$ cat config.mk
export PLATFORM = sky130hd
export DESIGN_NAME = cmd_bus_arbiter
export DESIGN_NICKNAME = d
export VERILOG_FILES = /design/src/rtl/cmd_arb_pkg.sv /design/src/rtl/cmd_arb_keygen.sv /design/src/rtl/cmd_arb_pick.sv /design/src/rtl/cmd_bus_arbiter.sv
export SDC_FILE = /design/constraint.sdc
export NUM_CORES = 1
export LEC_CHECK = 0
export BUFFER_PORTS_ARGS = -buffer_cell sky130_fd_sc_hd__buf_4
export CAP_MARGIN = 20
export CORE_UTILIZATION = 57
export CTS_BUF_LIST = sky130_fd_sc_hd__clkbuf_2 sky130_fd_sc_hd__clkbuf_4 sky130_fd_sc_hd__clkbuf_8
export DETAILED_ROUTE_END_ITERATION = 8
export PLACE_DENSITY = 0.88
export SYNTH_ARGS = -nofsm -noshare
export SYNTH_HDL_FRONTEND = slang
export SYNTH_HIERARCHICAL = 1
export SYNTH_SLANG_ARGS = --single-unit
$ cat constraint.sdc
create_clock -name clk -period 31.8 [get_ports clk]
set_clock_uncertainty 0.05 [all_clocks]
set_input_delay 6.36 -clock clk [delete_from_list [all_inputs] [get_ports clk]]
set_output_delay 6.36 -clock clk [all_outputs]
set_load 0.01 [all_outputs]
$ cat src/rtl/cmd_arb_pkg.sv
package cmd_arb_pkg;

    typedef enum logic [1:0] {
        CMD_NOP = 2'd0,
        CMD_PRE = 2'd1,
        CMD_ACT = 2'd2,
        CMD_COL = 2'd3
    } cmd_kind_e;

    typedef enum logic [1:0] {
        POL_OLDEST = 2'd0,
        POL_PRE    = 2'd1,
        POL_ROW    = 2'd2,
        POL_COL    = 2'd3
    } policy_e;

endpackage

$ cat src/rtl/cmd_arb_keygen.sv
// Builds one comparable priority key per candidate: {valid, age-or-0, class rank, ~bank}.
module cmd_arb_keygen
    import cmd_arb_pkg::*;
#(
    parameter int AGE_W  = 4,
    parameter int BANK_W = 2,
    localparam int KEY_W = 1 + AGE_W + 2 + BANK_W
) (
    input  logic              valid,
    input  cmd_kind_e         cls,
    input  policy_e           policy,
    input  logic [AGE_W-1:0]  age,
    input  logic [BANK_W-1:0] bank,
    output logic [KEY_W-1:0]  key
);
    logic [1:0]       rank;
    logic [AGE_W-1:0] age_term;

    always_comb begin
        rank = 2'd0;
        unique case (policy)
            POL_OLDEST, POL_PRE: begin
                unique case (cls)
                    CMD_PRE: rank = 2'd3;
                    CMD_ACT: rank = 2'd2;
                    CMD_COL: rank = 2'd1;
                    default: rank = 2'd0;
                endcase
            end
            POL_ROW: begin
                unique case (cls)
                    CMD_ACT: rank = 2'd3;
                    CMD_PRE: rank = 2'd2;
                    CMD_COL: rank = 2'd1;
                    default: rank = 2'd0;
                endcase
            end
            POL_COL: begin
                unique case (cls)
                    CMD_COL: rank = 2'd3;
                    CMD_PRE: rank = 2'd2;
                    CMD_ACT: rank = 2'd1;
                    default: rank = 2'd0;
                endcase
            end
            default: rank = 2'd0;
        endcase
        age_term = (policy == POL_OLDEST) ? age : '0;
        key      = valid ? {1'b1, age_term, rank, ~bank} : '0;
    end
endmodule

$ cat src/rtl/cmd_arb_pick.sv
// Selects the candidate holding the largest key.
module cmd_arb_pick #(
    parameter int N     = 9,
    parameter int KEY_W = 9,
    localparam int IDX_W = (N > 1) ? $clog2(N) : 1
) (
    input  logic [N*KEY_W-1:0] keys,
    output logic [IDX_W-1:0]   win_idx,
    output logic               found
);
    logic [KEY_W-1:0] best;

    always_comb begin
        best    = '0;
        win_idx = '0;
        found   = 1'b0;
        for (int i = 0; i < N; i++) begin
            if (keys[i*KEY_W +: KEY_W] > best) begin
                best    = keys[i*KEY_W +: KEY_W];
                win_idx = IDX_W'(i);
                found   = 1'b1;
            end
        end
    end
endmodule

$ cat src/rtl/cmd_bus_arbiter.sv
module cmd_bus_arbiter
    import cmd_arb_pkg::*;
#(
    parameter int NB     = 4,
    parameter int ROW_W  = 12,
    parameter int COL_W  = 9,
    parameter int AGE_W  = 4,
    localparam int BANK_W = (NB > 1) ? $clog2(NB) : 1,
    localparam int AD_W   = (ROW_W > COL_W) ? ROW_W : COL_W
) (
    input  logic                  clk,
    input  logic                  rst_n,
    input  logic [1:0]            policy,
    input  logic [NB-1:0]         pre_req,
    input  logic [NB*AGE_W-1:0]   pre_age,
    input  logic [NB-1:0]         act_req,
    input  logic [NB*ROW_W-1:0]   act_row,
    input  logic [NB*AGE_W-1:0]   act_age,
    input  logic                  col_req,
    input  logic [BANK_W-1:0]     col_bank,
    input  logic [COL_W-1:0]      col_addr,
    input  logic                  col_auto_pre,
    input  logic [AGE_W-1:0]      col_age,
    output logic [NB-1:0]         pre_ack,
    output logic [NB-1:0]         act_ack,
    output logic                  col_ack,
    output logic [1:0]            cmd_kind,
    output logic [BANK_W-1:0]     cmd_bank,
    output logic [AD_W-1:0]       cmd_addr,
    output logic                  cmd_auto_pre
);
    localparam int NC    = 2 * NB + 1;
    localparam int IDX_W = $clog2(NC);
    localparam int KEY_W = 1 + AGE_W + 2 + BANK_W;

    policy_e           pol;
    logic [NB-1:0]     pre_ok;
    logic [NC*KEY_W-1:0] keys;
    logic [IDX_W-1:0]  win_idx;
    logic              found;

    cmd_kind_e         state_q, state_d;
    logic [BANK_W-1:0] bank_d;
    logic [AD_W-1:0]   addr_d;
    logic              ap_d;

    assign pol = policy_e'(policy);

    // A precharge to the bank the pending column access needs is held back.
    always_comb begin
        for (int b = 0; b < NB; b++) begin
            pre_ok[b] = pre_req[b] && !(col_req && (int'(col_bank) == b));
        end
    end

    for (genvar i = 0; i < NC; i++) begin : g_cand
        if (i < NB) begin : g_pre
            cmd_arb_keygen #(.AGE_W(AGE_W), .BANK_W(BANK_W)) kg_i (
                .valid (pre_ok[i]),
                .cls   (CMD_PRE),
                .policy(pol),
                .age   (pre_age[i*AGE_W +: AGE_W]),
                .bank  (BANK_W'(i)),
                .key   (keys[i*KEY_W +: KEY_W])
            );
        end else if (i < 2 * NB) begin : g_act
            cmd_arb_keygen #(.AGE_W(AGE_W), .BANK_W(BANK_W)) kg_i (
                .valid (act_req[i-NB]),
                .cls   (CMD_ACT),
                .policy(pol),
                .age   (act_age[(i-NB)*AGE_W +: AGE_W]),
                .bank  (BANK_W'(i - NB)),
                .key   (keys[i*KEY_W +: KEY_W])
            );
        end else begin : g_col
            cmd_arb_keygen #(.AGE_W(AGE_W), .BANK_W(BANK_W)) kg_i (
                .valid (col_req),
                .cls   (CMD_COL),
                .policy(pol),
                .age   (col_age),
                .bank  (col_bank),
                .key   (keys[i*KEY_W +: KEY_W])
            );
        end
    end

    cmd_arb_pick #(.N(NC), .KEY_W(KEY_W)) pick_i (
        .keys   (keys),
        .win_idx(win_idx),
        .found  (found)
    );

    // Next-state and acknowledge decode.
    always_comb begin
        state_d = CMD_NOP;
        bank_d  = '0;
        addr_d  = '0;
        ap_d    = 1'b0;
        pre_ack = '0;
        act_ack = '0;
        col_ack = 1'b0;
        if (found) begin
            if (int'(win_idx) < NB)          state_d = CMD_PRE;
            else if (int'(win_idx) < 2 * NB) state_d = CMD_ACT;
            else                             state_d = CMD_COL;
        end
        unique case (state_d)
            CMD_NOP: ;
            CMD_PRE: begin
                bank_d           = BANK_W'(win_idx);
                pre_ack[bank_d]  = 1'b1;
            end
            CMD_ACT: begin
                bank_d           = BANK_W'(int'(win_idx) - NB);
                act_ack[bank_d]  = 1'b1;
                addr_d           = AD_W'(act_row[bank_d*ROW_W +: ROW_W]);
            end
            CMD_COL: begin
                bank_d  = col_bank;
                addr_d  = AD_W'(col_addr);
                ap_d    = col_auto_pre;
                col_ack = 1'b1;
                if (col_auto_pre && pre_req[col_bank]) pre_ack[col_bank] = 1'b1;
            end
            default: ;
        endcase
    end

    // State register: the command issued on the bus.
    always_ff @(posedge clk) begin
        if (!rst_n) begin
            state_q      <= CMD_NOP;
            cmd_bank     <= '0;
            cmd_addr     <= '0;
            cmd_auto_pre <= 1'b0;
        end else begin
            state_q      <= state_d;
            cmd_bank     <= bank_d;
            cmd_addr     <= addr_d;
            cmd_auto_pre <= ap_d;
        end
    end

    assign cmd_kind = state_q;
endmodule

==> run metrics <==
outcome=completed; hold path startpoint=col_addr[2]; critical path's slowest cell=nor3_2; Worst EP required=~25 ns; DIE AREA=about 0.010 mm²; Hold Crit Endpoint=cmd_addr[2]; Area Overhead vs Synth=23.8%; clk buf depth=2; Post-route DRC=0; RSZ-0062 raised after global routing=no; Worst Hold Class=primary input to register; Clk pin slew, worst setup/hold paths=0.07 ns; Max Clock Freq=33.2 MHz; nets=~1100; Startpoint Class=primary input; Arr. time, crit path=about 24 ns; GR Layer Usage met2=60.0%; worst-path fanout max=27; setup TNS=0 ns; Top FF cell, synth=dfxtp_1; final setup fails=0; GR Util met3=under 10%; DRT Pass-1 Iters=5; synthesized area per cell=between 7 and 8 µm²; DR iter-0 viols=between 300 and 400; busiest grt layer=met2; global-route wire length before repair=about 27000 µm; H-tree levels=1; Final Hold Fails=0; vias in the first global route=5692; Post-CTS Setup Bufs=0; #FFs+latches synth=17; die height=a little over 100 µm; CTS tree=built; MaxCap Viol Count=0; CP most frequent cell=ha_1; Routed Antenna Nets=0; Post-synth EDFFs=0; total global-route track usage=between 30% and 40%; hold depth=2; commonest non-fill, non-tap cells in the layout=buf_4 (137), ha_1 (107), conb_1 (70); antenna cells=0; routed wire length=17000 µm; num rows=35; layout cell share with drive strength beyond 1=between 20% and 30%; Pins Over Slew Limit=0; CTS root buffer=clkbuf_8; Worst path max stage delay=approximately 0.78 ns; Post-Syn Area=roughly 0.0056 mm²; commonest non-fill, non-tap cell in the layout=buf_4; DR vias=~6000; Top Ports=135; Cells after Synth=around 710; PortBufs=134; clk sink count=17; Seq/Total Area, Yosys=6.07%; Final Cycle Share=94.6%; endpoint type of the worst setup path=output pin; vias per cell=5.86; largest net degree at the start of global routing=37; Initial Utilization=59.8%; total gr overflow=0; Slew headroom=32.3%; initial antenna violation count=0; FFs w/ async S/R, synth=0%; met1 GRT Util=between 40% and 50%; CTS buffer count=3; CTS Hold Bufs=0; Core Region=0.00937 mm²; post-DR wirelength/cell=between 15 and 20 µm; post-synthesis cell type count=72; die width=~100 µm; post-layout min period=30.10 ns; Slew @ Worst Pin=~1 ns; Synth Warn #=6; Post-CTS Resized=0; detailed placement HPWL=14200 µm; RD Place Congestion=0.962; Crit Path Class=primary input to output pin
[critical path: cells and delay by family]
| kind | cells | cell delay, ns |
|---|---|---|
| and+or+nand+nor | 26 | 7.68 |
| buffers and inverters | 5 | 0.80 |
| muxes | 1 | 0.36 |
| adders and majority gates | 8 | 2.45 |
| AOI/OAI and AO/OA | 30 | 6.07 |
[cells by family (layout without fill, tap and decap cells)]
family	after synthesis	count (layout)	synth area share (%)
AO/OA/AOI/OAI	200	200	26.1
adder cells (fa/ha/maj)	107	107	23.9
buffers and inverters	87	200	7.08
flip-flops	17	17	6.07
multiplexers	28	28	8.35
other	2	70	0.134
AND/OR/NAND/NOR	273	273	28.3
[synth_stat cells (9+ instances only)]
master / instances / area, µm²
o22ai_1: 10 / 62.6
nor2b_1: 26 / 163
and2_1: 54 / 338
nand2b_1: 15 / 93.8
o211ai_1: 13 / 97.6
nand3_1: 22 / 110
a22o_1: 10 / 87.6
nand4_1: 12 / 75.1
inv_1: 58 / 218
o21ai_0: 22 / 110
o21ai_1: 16 / 80.1
buf_4: 9 / 67.6
a21oi_1: 44 / 220
nor3b_2: 9 / 113
mux2i_1: 13 / 130
clkbuf_1: 9 / 33.8
o32ai_2: 9 / 146
dfxtp_1: 17 / 340
nor3_1: 18 / 90.1
nor2_1: 38 / 143
nand2_1: 45 / 169
a21o_1: 20 / 150
ha_1: 107 / 1340
[sequential cells by signal, summed over array words and instances, names as in the netlist]
name          cells
cmd_addr         12
cmd_bank          2
cmd_kind          2
cmd_auto_pre      1
[per-layer routing]
layer	vias to the layer above	routed length, µm
li1	2929	-
met1	2779	6930
met2	253	8650
met3	43	986
met4	0	467
met5	-	0
[how the worst max path moves through the flow]
stage,startpoint,to
after floorplan,col_bank[0],pre_ack[0]
after global placement,col_req,pre_ack[0]
after detailed placement,col_req,pre_ack[0]
after CTS,col_req,pre_ack[0]
after global routing,col_req,pre_ack[0]
final,col_req,pre_ack[0]
[cell type report]
cell class | instances | area [µm²]
clock buffer | 3 | 41.3
clock inverter | 1 | 5.00
fill | 777 | 2440
inverter | 58 | 218
multi-input combinational | 678 | 5120
sequential | 17 | 340
tap | 129 | 161
timing repair buffer | 138 | 1040
[through the flow]
stage	area [µm²]	setup WS [ns]	hold slack, ns	std cells	utilization, %
2_1_floorplan	5860	4.98	6.43	782	-
3_3_place_gp	6870	2.47	6.53	1019	73.3
3_5_place_dp	6870	2.09	6.53	1019	73.3
4_1_cts	6920	2.05	6.28	1023	73.8
5_1_grt	6930	0.552	6.29	1024	74.0
6_report	6930	1.70	6.27	1024	74.0
Power is not shown: default switching activity piles up to over one toggle a cycle in this logic, so the estimate is an artifact.
